File: src/rtl/clink_pkg.sv
package clink_pkg;
  // width of a counter that must hold values 0..n
  function automatic int cnt_w(input int n);
    return (n < 2) ? 1 : $clog2(n + 1);
  endfunction
endpackage

File: src/rtl/clink_pipe.sv
module clink_pipe #(
  parameter int W   = 8,
  parameter int LAT = 1
) (
  input  logic         clk,
  input  logic         rst_n,
  input  logic         in_v,
  input  logic [W-1:0] in_d,
  output logic         out_v,
  output logic [W-1:0] out_d
);
  generate
    if (LAT == 0) begin : g_wire
      assign out_v = in_v;
      assign out_d = in_d;
    end else begin : g_regs
      logic [LAT-1:0] vld;
      logic [W-1:0]   dat [LAT];

      always_ff @(posedge clk or negedge rst_n) begin
        if (!rst_n) vld <= '0;
        else begin
          vld[0] <= in_v;
          for (int i = 1; i < LAT; i++) vld[i] <= vld[i-1];
        end
      end

      always_ff @(posedge clk) begin
        dat[0] <= in_d;
        for (int i = 1; i < LAT; i++) dat[i] <= dat[i-1];
      end

      assign out_v = vld[LAT-1];
      assign out_d = dat[LAT-1];
    end
  endgenerate
endmodule

File: src/rtl/clink_sender.sv
module clink_sender #(
  parameter int W     = 8,
  parameter int DEPTH = 8,
  parameter int BLOCK = 2,
  localparam int CW   = clink_pkg::cnt_w(DEPTH),
  localparam int BW   = clink_pkg::cnt_w(BLOCK)
) (
  input  logic          clk,
  input  logic          rst_n,
  input  logic          in_valid,
  output logic          in_ready,
  input  logic [W-1:0]  in_data,
  output logic          tx_v,
  output logic [W-1:0]  tx_d,
  input  logic          crd_v,
  input  logic [BW-1:0] crd_n,
  output logic [CW-1:0] credits
);
  logic          fire;
  logic [CW:0]   nxt;

  assign in_ready = (credits != '0);
  assign fire     = in_valid && in_ready;
  assign tx_v     = fire;
  assign tx_d     = in_data;

  // returned credits minus the one taken this cycle
  always_comb begin
    nxt = (CW+1)'(credits) - (CW+1)'(fire);
    if (crd_v) nxt = nxt + (CW+1)'(crd_n);
  end

  always_ff @(posedge clk or negedge rst_n) begin
    if (!rst_n) credits <= CW'(DEPTH);
    else        credits <= nxt[CW-1:0];
  end

  p_credit_max_r9: assert property (@(posedge clk) disable iff (!rst_n)
    int'(credits) <= DEPTH);
  p_consume_r3: assert property (@(posedge clk) disable iff (!rst_n)
    (fire && !crd_v) |=> int'(credits) == int'($past(credits)) - 1);
  p_merge_r8: assert property (@(posedge clk) disable iff (!rst_n)
    (fire && crd_v) |=>
      int'(credits) == int'($past(credits)) + int'($past(crd_n)) - 1);
  p_idle_hold_r2: assert property (@(posedge clk) disable iff (!rst_n)
    (!in_valid && !crd_v) |=> $stable(credits));
endmodule

File: src/rtl/clink_fifo.sv
module clink_fifo #(
  parameter int W     = 8,
  parameter int DEPTH = 8,
  localparam int AW   = (DEPTH < 2) ? 1 : $clog2(DEPTH),
  localparam int CW   = clink_pkg::cnt_w(DEPTH)
) (
  input  logic         clk,
  input  logic         rst_n,
  input  logic         push,
  input  logic [W-1:0] push_d,
  output logic         out_valid,
  input  logic         out_ready,
  output logic [W-1:0] out_data,
  output logic         pop
);
  logic [W-1:0]  mem [DEPTH];
  logic [AW-1:0] wr_ix, rd_ix;
  logic [CW-1:0] fill;

  function automatic logic [AW-1:0] bump(input logic [AW-1:0] p);
    return (p == AW'(DEPTH - 1)) ? '0 : p + 1'b1;
  endfunction

  assign out_valid = (fill != '0);
  assign pop       = out_valid && out_ready;
  assign out_data  = mem[rd_ix];

  always_ff @(posedge clk) begin
    if (push) mem[wr_ix] <= push_d;
  end

  always_ff @(posedge clk or negedge rst_n) begin
    if (!rst_n) begin
      wr_ix <= '0;
      rd_ix <= '0;
      fill  <= '0;
    end else begin
      if (push) wr_ix <= bump(wr_ix);
      if (pop)  rd_ix <= bump(rd_ix);
      fill <= fill + CW'(push) - CW'(pop);
    end
  end

  p_no_overflow_r3: assert property (@(posedge clk) disable iff (!rst_n)
    push |-> int'(fill) < DEPTH);
  p_head_hold_r5: assert property (@(posedge clk) disable iff (!rst_n)
    (out_valid && !out_ready) |=> (out_valid && $stable(out_data)));
endmodule

File: src/rtl/clink_crdret.sv
module clink_crdret #(
  parameter int BLOCK   = 2,
  parameter int IDLE_TO = 4,
  localparam int BW     = clink_pkg::cnt_w(BLOCK),
  localparam int IW     = clink_pkg::cnt_w(IDLE_TO)
) (
  input  logic          clk,
  input  logic          rst_n,
  input  logic          pop,
  output logic          crd_v,
  output logic [BW-1:0] crd_n
);
  logic [BW-1:0] acc;
  logic [BW-1:0] total;
  logic [IW-1:0] idle;

  assign total = acc + BW'(pop);

  always_ff @(posedge clk or negedge rst_n) begin
    if (!rst_n) begin
      acc   <= '0;
      idle  <= '0;
      crd_v <= 1'b0;
      crd_n <= '0;
    end else begin
      crd_v <= 1'b0;
      if (pop) begin
        idle <= '0;
        if (total >= BW'(BLOCK)) begin
          crd_v <= 1'b1;
          crd_n <= total;
          acc   <= '0;
        end else begin
          acc <= total;
        end
      end else if (acc != '0) begin
        if (idle == IW'(IDLE_TO - 1)) begin
          crd_v <= 1'b1;
          crd_n <= acc;
          acc   <= '0;
          idle  <= '0;
        end else begin
          idle <= idle + 1'b1;
        end
      end else begin
        idle <= '0;
      end
    end
  end

  p_block_size_r6: assert property (@(posedge clk) disable iff (!rst_n)
    crd_v |-> (crd_n != '0 && int'(crd_n) <= BLOCK));
  p_partial_idle_r7: assert property (@(posedge clk) disable iff (!rst_n)
    (crd_v && int'(crd_n) < BLOCK) |-> $past(!pop));
  p_acc_bound_r6: assert property (@(posedge clk) disable iff (!rst_n)
    int'(acc) < BLOCK);
endmodule

File: src/rtl/credit_link_top.sv
module credit_link_top #(
  parameter int FLIT_W    = 16,
  parameter int BUF_DEPTH = 16,
  parameter int FWD_LAT   = 3,
  parameter int CRD_LAT   = 3,
  parameter int BLOCK     = 4,
  parameter int IDLE_TO   = 8,
  localparam int CW       = clink_pkg::cnt_w(BUF_DEPTH),
  localparam int BW       = clink_pkg::cnt_w(BLOCK)
) (
  input  logic              clk,
  input  logic              rst_n,
  input  logic              in_valid,
  output logic              in_ready,
  input  logic [FLIT_W-1:0] in_data,
  output logic              out_valid,
  input  logic              out_ready,
  output logic [FLIT_W-1:0] out_data,
  output logic [CW-1:0]     tx_credits
);
  logic              tx_v, rx_v, pop, ret_v, arr_v;
  logic [FLIT_W-1:0] tx_d, rx_d;
  logic [BW-1:0]     ret_n, arr_n;

  clink_sender #(.W(FLIT_W), .DEPTH(BUF_DEPTH), .BLOCK(BLOCK)) u_snd (
    .clk(clk), .rst_n(rst_n), .in_valid(in_valid), .in_ready(in_ready),
    .in_data(in_data), .tx_v(tx_v), .tx_d(tx_d), .crd_v(arr_v),
    .crd_n(arr_n), .credits(tx_credits));

  clink_pipe #(.W(FLIT_W), .LAT(FWD_LAT)) u_fwd (
    .clk(clk), .rst_n(rst_n), .in_v(tx_v), .in_d(tx_d),
    .out_v(rx_v), .out_d(rx_d));

  clink_fifo #(.W(FLIT_W), .DEPTH(BUF_DEPTH)) u_buf (
    .clk(clk), .rst_n(rst_n), .push(rx_v), .push_d(rx_d),
    .out_valid(out_valid), .out_ready(out_ready), .out_data(out_data),
    .pop(pop));

  clink_crdret #(.BLOCK(BLOCK), .IDLE_TO(IDLE_TO)) u_ret (
    .clk(clk), .rst_n(rst_n), .pop(pop), .crd_v(ret_v), .crd_n(ret_n));

  clink_pipe #(.W(BW), .LAT(CRD_LAT)) u_back (
    .clk(clk), .rst_n(rst_n), .in_v(ret_v), .in_d(ret_n),
    .out_v(arr_v), .out_d(arr_n));
endmodule

File: config.mk
export PLATFORM = sky130hd
export DESIGN_NAME = credit_link_top
export DESIGN_NICKNAME = d
export VERILOG_FILES = /design/src/rtl/clink_pkg.sv /design/src/rtl/clink_pipe.sv /design/src/rtl/clink_sender.sv /design/src/rtl/clink_fifo.sv /design/src/rtl/clink_crdret.sv /design/src/rtl/credit_link_top.sv
export SDC_FILE = /design/constraint.sdc
export NUM_CORES = 1
export LEC_CHECK = 0
export BUFFER_PORTS_ARGS = -buffer_cell sky130_fd_sc_hd__buf_4
export CORE_ASPECT_RATIO = 1.4
export CORE_MARGIN = 3
export CORE_UTILIZATION = 34
export DETAILED_ROUTE_END_ITERATION = 16
export GPL_TIMING_DRIVEN = 0
export PLACE_DENSITY = 0.53
export REMOVE_ABC_BUFFERS = 1
export SYNTH_ARGS = -nofsm -noshare
export SYNTH_HDL_FRONTEND = slang
export SYNTH_SLANG_ARGS = --single-unit
File: constraint.sdc
create_clock -name clk -period 4 [get_ports clk]
set_input_delay 0.2 -clock clk [delete_from_list [all_inputs] [get_ports clk]]
set_output_delay 0.2 -clock clk [all_outputs]
set_load 0.03 [all_outputs]
Word-level counts from Yosys, hierarchy flattened --
Memories as Yosys holds them, arrays and structs flattened. Cells that the tools add are included.
Storage, ports and cells: input port bits 20, logic and storage cells 55, flip-flop bits (word level) 35, RAM bits 313, memories kept 3
Operators by class: eq/ne operators 4, multiplexer cells 20, add/subtract/negate cells 8, reductions and logical operators 9, magnitude comparators 1
Memories:
- u_buf.mem | depth 16, bits a word 16, rd ports 1, clocked after Yosys merged registers in 0, wr ports 1, line clink_fifo.sv:16 | logic [W-1:0] mem [DEPTH];
- u_fwd.g_regs.dat | depth 3, bits a word 16, rd ports 3, clocked after Yosys merged registers in 0, wr ports 3, line clink_pipe.sv:18 | logic [W-1:0] dat [LAT];
- u_back.g_regs.dat | depth 3, bits a word 3, rd ports 3, clocked after Yosys merged registers in 0, wr ports 3, line clink_pipe.sv:18
Operator list (count):
- two-way mux 3 bit | 8
- two-way mux 4 bit | 5
- adder 4 x 1 -> 4 bit (second input constant) | 3
- nonzero test 5 bit | 2
- subtractor 5 x 1 -> 5 bit | 2
- equality test 4 bit (second input constant) | 2
- two-way mux 1 bit | 6
- adder 5 x 1 -> 5 bit | 1
- adder 5 x 3 -> 5 bit | 1
- two-way mux 5 bit | 1
- equality test 4 x 3 -> 1 bit (second input constant) | 1
- nonzero test 2 bit | 2
- adder 3 x 1 -> 3 bit | 1
- >= comparator 3 bit (second input constant) | 1
- AND reduction 3 bit | 1
- nonzero test 3 bit | 1
- logical AND 1 bit | 2
- != test 2 x 1 -> 1 bit (second input constant) | 1
- AND reduction 2 bit | 1

Depth between registers and ports, before layout --
Gate-level depths: netlist (run 1).
word-level depth 6, depth in mapped cells 15, depth with buffers taken out 14

Cells and area by module --
A second synthesis (run 1) with hierarchy kept.
Unflattened totals: cells, all modules 706, area, all modules 13077.5 µm²
By module, submodules not included:
- clink_fifo | sequential area each 8012.7 µm², times used 1, cells an instance 521, area each 10601.4 µm²
- clink_pipe (u_fwd) | sequential area each 1036.0 µm², times used 1, cells an instance 67, area each 1156.1 µm²
- clink_crdret | sequential area each 275.3 µm², times used 1, cells an instance 48, area each 534.3 µm²
- clink_sender | sequential area each 126.4 µm², times used 1, cells an instance 55, area each 508.0 µm²
- clink_pipe (u_back) | sequential area each 255.2 µm², times used 1, cells an instance 15, area each 277.8 µm²

Least setup slack after synthesis (run 1) --
OpenSTA, ideal clock, no wires.
path type register to register, start reg u_snd.credits[3], end reg u_snd.credits[4], arrival 2.791 ns, path slack 1.127 ns, buffers on the path 0, cell stages (with the launch flop) 12, data required time 3.918 ns, cell sequence dfrtp_1 -> nor4_1 -> nand2_1 -> and2_1 -> ha_1 -> ha_1 -> inv_1 -> fa_1 -> a21oi_1 -> nor2b_1 -> nor2b_1 -> a211o_1
On the way: word-level cells in the longest chain between the ends 5
RTL lines:
- start, declared | line clink_sender.sv:17 | output logic [CW-1:0] credits
- start signal, assigned | line clink_sender.sv:34 | if (!rst_n) credits <= CW'(DEPTH);
- start signal, assigned | line clink_sender.sv:35 | else credits <= nxt[CW-1:0];
- nonzero test 5 bit * | line clink_sender.sv:22 | assign in_ready = (credits != '0);
- net in_ready | line credit_link_top.sv:14 | output logic in_ready,
- logical AND 1 bit * | line clink_sender.sv:23 | assign fire = in_valid && in_ready;
- net tx_v | line credit_link_top.sv:21 | logic tx_v, rx_v, pop, ret_v, arr_v;
- subtractor 5 x 1 -> 5 bit * | line clink_sender.sv:29 | nxt = (CW+1)'(credits) - (CW+1)'(fire);
- adder 5 x 3 -> 5 bit | line clink_sender.sv:30 | if (crd_v) nxt = nxt + (CW+1)'(crd_n);
- two-way mux 5 bit * | line clink_sender.sv:30
- net u_snd.nxt[4] | line clink_sender.sv:20 | logic [CW:0] nxt;
The timed path passes the listed nets; every way through them passes the cells marked *. A chain may end at the register's enable or synchronous reset.

Worst setup path in the final report (run 1) --
start reg u_buf.rd_ix[0], end out out_data[6]
On the way: word-level cells in the longest chain between the ends 1
RTL lines:
- start, declared | line clink_fifo.sv:17 | logic [AW-1:0] wr_ix, rd_ix;
- start signal, assigned | line clink_fifo.sv:39 | if (pop) rd_ix <= bump(rd_ix);
- memory read (16 x 16 bit)
- end, declared | line credit_link_top.sv:18 | output logic [FLIT_W-1:0] out_data,
Every way passes these cells.

==> run summary, run 1 <==
Across all setup checks in the final design, the least slack found is 0.779 ns. STA classifies the critical path endpoint as an output port. After layout, the design draws a total of 0.0107 W.

The type of origin of the critical path was a register. 0 antenna diodes ended up in the layout. The flow ran to the end, and the final reports show no timing, DRC or antenna violations. The run gives 0 as the final-report hold violation count.

Number of violations reported at the end of detailed-routing iteration 0: 518. By count the netlist is led by 256 x edfxtp_1, 80 x mux4_2, 57 x dfxtp_1. In the routed design, unresolved DRC markers number 0. The later pin in the worst-skew pair is clocked with a latency of 0.52 ns. The worst hold path belongs to the class in -> reg. X dimension of the die: 169 um. The logs give 739 for the number of nets in the finished design and 9710 um2 for the sequential standard cell area.

The tree is rooted in a clkbuf_16. Library cell with the largest summed area after synthesis: edfxtp_1. The tools report the worst slack at placement as 1.08 ns. Once layout is complete, the cells apart from fillers number 1188. The area used by multi-input combinational logic came out at 2890 um2.

For this block, the via count after detailed routing is 5855. Global routing consumed, on the met2 layer, 22.8% of the routing resources. TritonCTS built the clock tree. Post-CTS timing repair inserted 0 buffers for setup. The number of rows in the core area is 83, and the height of the die is 235 um. The count of buffers inserted at the top-level ports works out to 42. The number of gates resized after cts is 0, and the top-level I/O count is 43. The run gives 6315 as the via count of the first global-routing pass. The number of vias per cell is 4.93, and the xor-xnor portion of the synthesized cell area is 0.896%.

The area fraction of the dominant cell type after synthesis is 60.5%. After synthesis, the cell types taking the most area are edfxtp_1 60%, mux4_2 14%, dfxtp_1 9.0%, dfrtp_1 6.7%, ha_1 2.0%. A synthesized cell averages 20.8 um2. The worst clock skew on the final layout was 0.0134 ns. For the initial antenna violation count, the log shows 0.

After synthesis, the largest family of logic cells by area is multiplexers. Adding up every negative setup slack in the final design gives 0 ns. At the end of routability-driven placement, the weighted congestion stood at 0.751.

The logs give 3261 for the final-layout fill cell count and 5.10 nW for the leakage power total. The clock passes through at most 3 buffers. The most used flip-flop cell after synthesis is edfxtp_1. Once detail routing completed, the nets flagged for antenna violations numbered 0. The smallest clock period supported by the final layout is computed as 3.22 ns.

The final critical-path share of the clock period is 80.5%. After synthesis the cells add up to 12700 um2. The initial utilization of the core area, before any placement, comes to 34.6%. For the HPWL reported at the end of detailed placement, the log shows 14600 um. Setup repair after global routing left no endpoint under its margin. The fraction of the mapped netlist area in adder cells is 2.28%. Cell count of the worst hold path: 4. Of all nets on the critical path, the largest fanout is 36.

Measured against the total synthesized area, the mux share comes to 14.6%. Setup violations remaining at the end of the flow were counted as 0. The complex-gate fraction of the synthesized area is 1.35%, and the max-slew headroom at the worst pin is 14.5%. The path depth of the worst reg2reg path was 14. Data on the critical path is required at its endpoint by 3.80 ns. For this run, the number of Yosys warnings is 0. The area growth from synthesis to layout is 18.1%. For this run, asynchronously set or reset flops after synthesis account for 10.1%. The run gives 0 as the global route total overflow. Gate count of the mapped netlist: 612. The number of different library cells used by synthesis comes to 45. The core region is 36800 um2. The simple-gate share of the synthesized area works out to 2.96%. The final routed wire length divided by cell count was 21.3 um. The cell total after placement was 1110; the clock input transition at the sequential cells of the worst setup and hold paths was 0.06 ns.

In the global route stage, met3 resource usage came out at 2.19%. The most numerous cell in the Yosys netlist is edfxtp_1. The worst setup path is of the reg -> out kind. Summed over all layers, the routed wires come to 25300 um.

The tool flagged a number of max-cap violations equal to 0. For met1 alone, demand over resource in global routing was 16.3%. IR analysis of the VDD net gives a maximum drop of 441 uV. At the pin with the least slew margin, the transition time is 1.28 ns. The signal arrival time at the worst endpoint was 3.02 ns; the number of enable-type register cells in the synthesized netlist was 256.

The fraction of final layout cells with drive strength greater than 1 was 29.3%; the total clock buffers created by CTS was 34. The power density over the cells came out at 715 nW/um2. Across all hold checks on the routed design, the worst slack comes to 0.0604 ns.

The share of the Yosys chip area taken by registers is 76.3%. For this run, the total global-route usage over all layers was measured as 13.0%. The wire length of the first global-routing pass was 38800 um.

The number of max-slew violations in the final report was 0. The die covers 39800 um2. met2 is the most crowded layer. The CTS sink count came out at 348.

The clock tree synthesis step divided the H-tree into 2 levels. The maximum operating frequency is 310 MHz. Entering global routing, the biggest net connects 37 pins. Counting flops and latches in the post-synthesis netlist gives 348. Before antenna repair, the detailed router went through 4 iterations.
routing by layer:
| metal | up-vias | routed length [um] |
|---|---|---|
| met1 | 3083 | 10100 |
| met3 | 51 | 1000 |
| met2 | 133 | 13400 |
| met4 | 0 | 770 |
| li1 | 2588 | - |
| met5 | - | 0 |
power breakdown:
group / internal, W / switching, W / total [W]
registers: 0.00432 / 0.000502 / 0.00482
logic: 0.00148 / 0.00148 / 0.00296
clock network: 0.00167 / 0.00128 / 0.00295
cells by family (layout without fill, tap and decap cells):
group                      after synthesis  in the layout
adders and majority gates               22             22
buffers and inverters                   41            150
muxes                                   84             84
and+or+nand+nor                         76             76
AOI/OAI and AO/OA                       28             28
DFF                                    348            348
xor gates and xnor gates                13             13
critical path, cell delays in order, from the launching register on:
cell and delay (ns):
dfrtp_4 0.86, buf_16 0.36, mux4_2 0.55, mux4_2 0.54, buf_4 0.20
stage by stage:
stage	cell area [um2]	util [%]
final	15000	40.8
after global routing	15000	40.8
after CTS	15000	40.8
after detailed placement	13800	37.5
after global placement	13500	36.7
after floorplan	12600	-
layout make-up:
| type | count | share of cell area [%] |
|---|---|---|
| clock buffers | 48 | 6.35 |
| clock inverters | 12 | 0.500 |
| well taps | 467 | 3.89 |
| repair buffers | 73 | 4.81 |
| multi-input cells | 223 | 19.3 |
| flip-flops and latches | 348 | 64.7 |
| inverters | 17 | 0.458 |
sequential cells by signal (all words and copies together), names as in the netlist, 3 cells and up:
signal and flops:
u_back.g_regs.dat 9, u_back.g_regs.vld 3, u_buf.fill 5, u_buf.mem 256, u_buf.rd_ix 4, u_buf.wr_ix 4
u_fwd.g_regs.dat 48, u_fwd.g_regs.vld 3, u_ret.acc 3, u_ret.crd_n 3, u_ret.idle 4, u_snd.credits 5
placed cells by master (no fill, tap or decap), types with 5 or more instances in the layout:
cell           synthesis  layout
clkbuf_8               0       5
nor2_4                 0       8
buf_4                  0      42
xnor2_1                8       8
mux4_2                80      80
nor2_1                20       7
clkbuf_1              13       9
edfxtp_1             256     256
nand3_1                9       9
dfrtp_1               34      31
a21oi_1                8       8
clkinv_1               0       5
buf_8                  0       6
ha_1                  20      20
nor2_2                 0       5
o21ai_0               12      12
xor2_1                 5       5
inv_1                 16      16
nand2_1               22      22
nand2b_1               5       5
dlygate4sd3_1          0      18
clkbuf_16              0      34
dfxtp_1               57      57
final timing paths:
check,start,to,slack [ns]
max,u_buf.rd_ix[0],out_data[6],0.78
min,out_ready,u_buf.rd_ix[1],0.06
max reg2reg,u_buf.fill[2],u_buf.fill[4],1.08
min reg2reg,u_fwd.g_regs.dat[0][20],u_fwd.g_regs.dat[0][36],0.32
max in group asynchronous,rst_n,u_buf.rd_ix[0],3.44
min in group asynchronous,rst_n,u_snd.credits[0],0.19
repair_timing:
action	CTS	global route
endpoints found under the hold margin	52	0
hold buffers	18	0
endpoints found under the setup margin	0	0
Power figures use the tool's default switching activity.
==> run 2, diff against run 1 <==
--- a/config.mk
+++ b/config.mk
@@ -11,7 +11,7 @@
 export CORE_UTILIZATION = 34
 export DETAILED_ROUTE_END_ITERATION = 16
 export GPL_TIMING_DRIVEN = 0
-export PLACE_DENSITY = 0.53
+export PLACE_DENSITY = 0.55
 export REMOVE_ABC_BUFFERS = 1
 export SYNTH_ARGS = -nofsm -noshare
 export SYNTH_HDL_FRONTEND = slang
==> constraint.sdc (replaced) <==
create_clock -name clk -period 2.7 [get_ports clk]
set_input_delay 0.135 -clock clk [delete_from_list [all_inputs] [get_ports clk]]
set_output_delay 0.135 -clock clk [all_outputs]
set_load 0.03 [all_outputs]
==> run 2 against run 1 <==
  * Clock skew increased by 0.00087 ns
  * Global-route usage increased by 0.44 points
  * Hold slack worse by 0.016 ns
  * Utilization up 1.9 points
==> run summary, run 2 (same netlist as run 1, synthesis figures left out) <==
The tools report the maximum vdd drop as 450 uV. The run gives 775 as the number of nets in the finished design. The signal arrival time at the worst endpoint came out at 2.51 ns. Max-cap violations in this run came to 0. The flip-flop count of the largest register, all copies and words added is 256, and the count of buffers inserted at the top-level ports is 42. The tools report the wire length of the first global-routing pass as 40000 um. The final count of negative-setup-slack endpoints is 0, and the total clock buffers created by CTS is 36.

0 antenna diodes ended up in the layout. The largest registers in the layout are u_buf.mem (256), u_fwd.g_regs.dat (48), u_back.g_regs.dat (9). Measured along the y axis, the die boundary spans 235 um.

The clock passes through at most 3 buffers. Row generation in the floorplan step produced 83 rows. The tools report the maximum operating frequency as 379 MHz. The top cell family by delay on the critical path was multiplexers. In the global route stage, overall resource usage came out at 13.5%. Clock-pin slew was measured on the worst setup and hold paths at 0.06 ns.

Detailed placement finished with a half-perimeter wire length of 15300 um. Summed over all cells, the static leakage comes to 5.42 nW. The post-route netlist has 35.9% of its cells at a drive strength greater than 1. The worst endpoint required time is 2.57 ns, and the maximum number of pins on one net before global-route repair is 40. Dividing the detail-routed wire length by the instance count gives 21.9 um.

Cell with the biggest individual delay on the critical path: dfrtp_4. The total buffers and inverters traversed by the critical path was 3. The tools report the worst hold slack across all endpoints as 0.0444 ns. The startpoint identified for the worst register-to-register timing path is u_buf.fill[3]. Counting cells, the worst reg-to-reg path comes to 14. The CTS sink count came out at 348. The path with the worst hold slack has its endpoint at u_buf.rd_ix[1]. Once the floorplan was initialized, standard cells occupied 34.6% of the core. The tools report the area used by multi-input combinational logic as 2940 um2. The count of nets left with antenna violations once routing finished came out at 0. The most common library cell in the layout ignoring fill and taps was edfxtp_1.

In the layout the commonest cells are 256 x edfxtp_1, 80 x mux4_2, 57 x dfxtp_1. The run gives 39800 um2 as the overall die area. Leaving out filler cells and counting taps, the final layout contains 1227. The endpoint identified for the worst register-to-register timing path is u_buf.fill[4]. The H-tree depth came out at 2. The worst hold path begins at out_ready. For the summed area of non-filler cells in the final layout, the log shows 15700 um2. The most flop-heavy register was u_buf.mem. Counting tap cells, the placed design contains a total of 1118 instances. The worst setup path is of the reg -> out kind. The worst pin sits at a relative slew slack of 10.1%.

The measured slew at the worst slew-check pin is 1.35 ns, and the final critical-path share of the clock period is 97.8%. The initial antenna violation count is 0, and the number of vias per cell is 5.00. The count of TritonRoute iterations in the first routing pass is 4, and the final-report hold violation count is 0.

Fill cells in the final layout number 3153. The run gives 0.53 ns as the worst-skew pair later-pin latency. The logs give 600 for the number of violations reported at the end of detailed-routing iteration 0 and 0.0173 W for the total power.

The worst setup path is launched from a register. Wires add up to 26800 um. The run gives 0 as the global route total overflow. Across the whole layout, storage elements account for 9720 um2. The signal on the critical path passes through buf_6, buf_12, mux4_2, mux4_2, buf_6. Of all nets on the critical path, the largest fanout is 8. For the last weighted congestion value of the routability-driven placer, the log shows 0.723. Setup repair after global routing could not meet its margin everywhere.

The category of the worst setup path capture point was an output port. The power density over the cells came out at 1100 nW/um2. The cell chosen for the clock root is clkbuf_16.

The shortest period the worst path allows is 2.64 ns, and the number of max-slew violations in the final report is 0. In this design, the stage delay of the slowest critical-path cell is 0.51 ns. The cell count of the worst hold path is 5. TritonCTS built the clock tree.

The clock arrives with 0.0143 ns of skew. The via count of the first global-routing pass came out at 6531. The flow ran to the end, and the final reports show no timing, DRC or antenna violations. The x dimension of the die came out at 169 um.

In the routed design, unresolved DRC markers number 0. The run gives 6140 as the total vias in the final route. Compared with the post-synthesis result, the final layout area differs by 23.7%. Core footprint: 36800 um2. Top-level I/O count: 43. Register-to-register setup slack: 0.12 ns. After detailed placement, the total cell area comes to 13900 um2.

The path class of the tightest hold or removal check is in -> reg.
## run 2: cell count changes in the layout (fill, tap and decap cells not counted), moves of 6 or more
cell       delta
nor2_2        +8
ha_1          -6
buf_6        +12
buf_4        +10
nor2_4        -8
clkbuf_16     +6
## run 2: final cells by class
| cell class | count | share of cell area [%] |
|---|---|---|
| sequential | 348 | 61.8 |
| multi-input combinational | 223 | 18.7 |
| timing repair buffer | 107 | 7.73 |
| clock buffer | 46 | 6.49 |
| tap | 467 | 3.72 |
| clock inverter | 19 | 1.13 |
| inverter | 17 | 0.454 |
## run 2: what timing repair did
action                                 4_1_cts  5_1_grt
gates resized for setup                     13       24
hold buffers                                18        0
pin swaps                                    4       10
setup endpoints to repair                   21       16
buffers inserted                            13       11
gates cloned                                 0        2
endpoints found under the hold margin       52        0
## run 2: power breakdown
group	total, W	internal [W]	switching, W	leakage (nW)
Clock	0.00497	0.00297	0.00200	0.586
Sequential	0.00699	0.00641	0.000583	3.21
Combinational	0.00531	0.00271	0.00260	1.62
## run 2: how the worst max path moves through the flow
stage,slack [ns],startpoint,to,cells past startpoint
floorplan,-1.30,u_buf.rd_ix[0],out_data[0],2
global placement,-2.46,u_buf.rd_ix[0],out_data[14],3
detailed placement,-0.30,u_buf.fill[3],u_buf.fill[4],14
CTS,-0.03,u_buf.rd_ix[0],out_data[9],5
global route,-0.03,u_buf.rd_ix[0],out_data[13],5
finish,0.06,u_buf.rd_ix[0],out_data[13],5
## run 2: worst reg2reg max path: cells and delay by family, from the launching register on
| kind | cells | cell delay (ns) |
|---|---|---|
| buffers and inverters | 5 | 0.26 |
| AND/OR/NAND/NOR | 2 | 0.63 |
| flip-flops | 1 | 0.40 |
| adder cells (fa/ha/maj) | 4 | 0.84 |
| XOR/XNOR | 1 | 0.14 |
| AO/OA/AOI/OAI | 2 | 0.24 |
## run 2: per-layer routing
layer	vias to the layer above	GRT usage, %	wire length (um)
met4	0	4.96	934
met3	62	2.66	1290
met2	156	22.7	14000
li1	2680	-	-
met1	3242	17.3	10600
met5	-	0	0
## run 2: metrics by stage
step	utilization (%)	setup WS [ns]	TNS, ns
2_1_floorplan	-	-1.30	-24.28
3_3_place_gp	36.7	-2.46	-146.34
3_5_place_dp	37.9	-0.302	-0.576
4_1_cts	42.1	-0.0277	-0.118
5_1_grt	42.8	-0.0271	-0.0585
6_report	42.8	0.0587	0
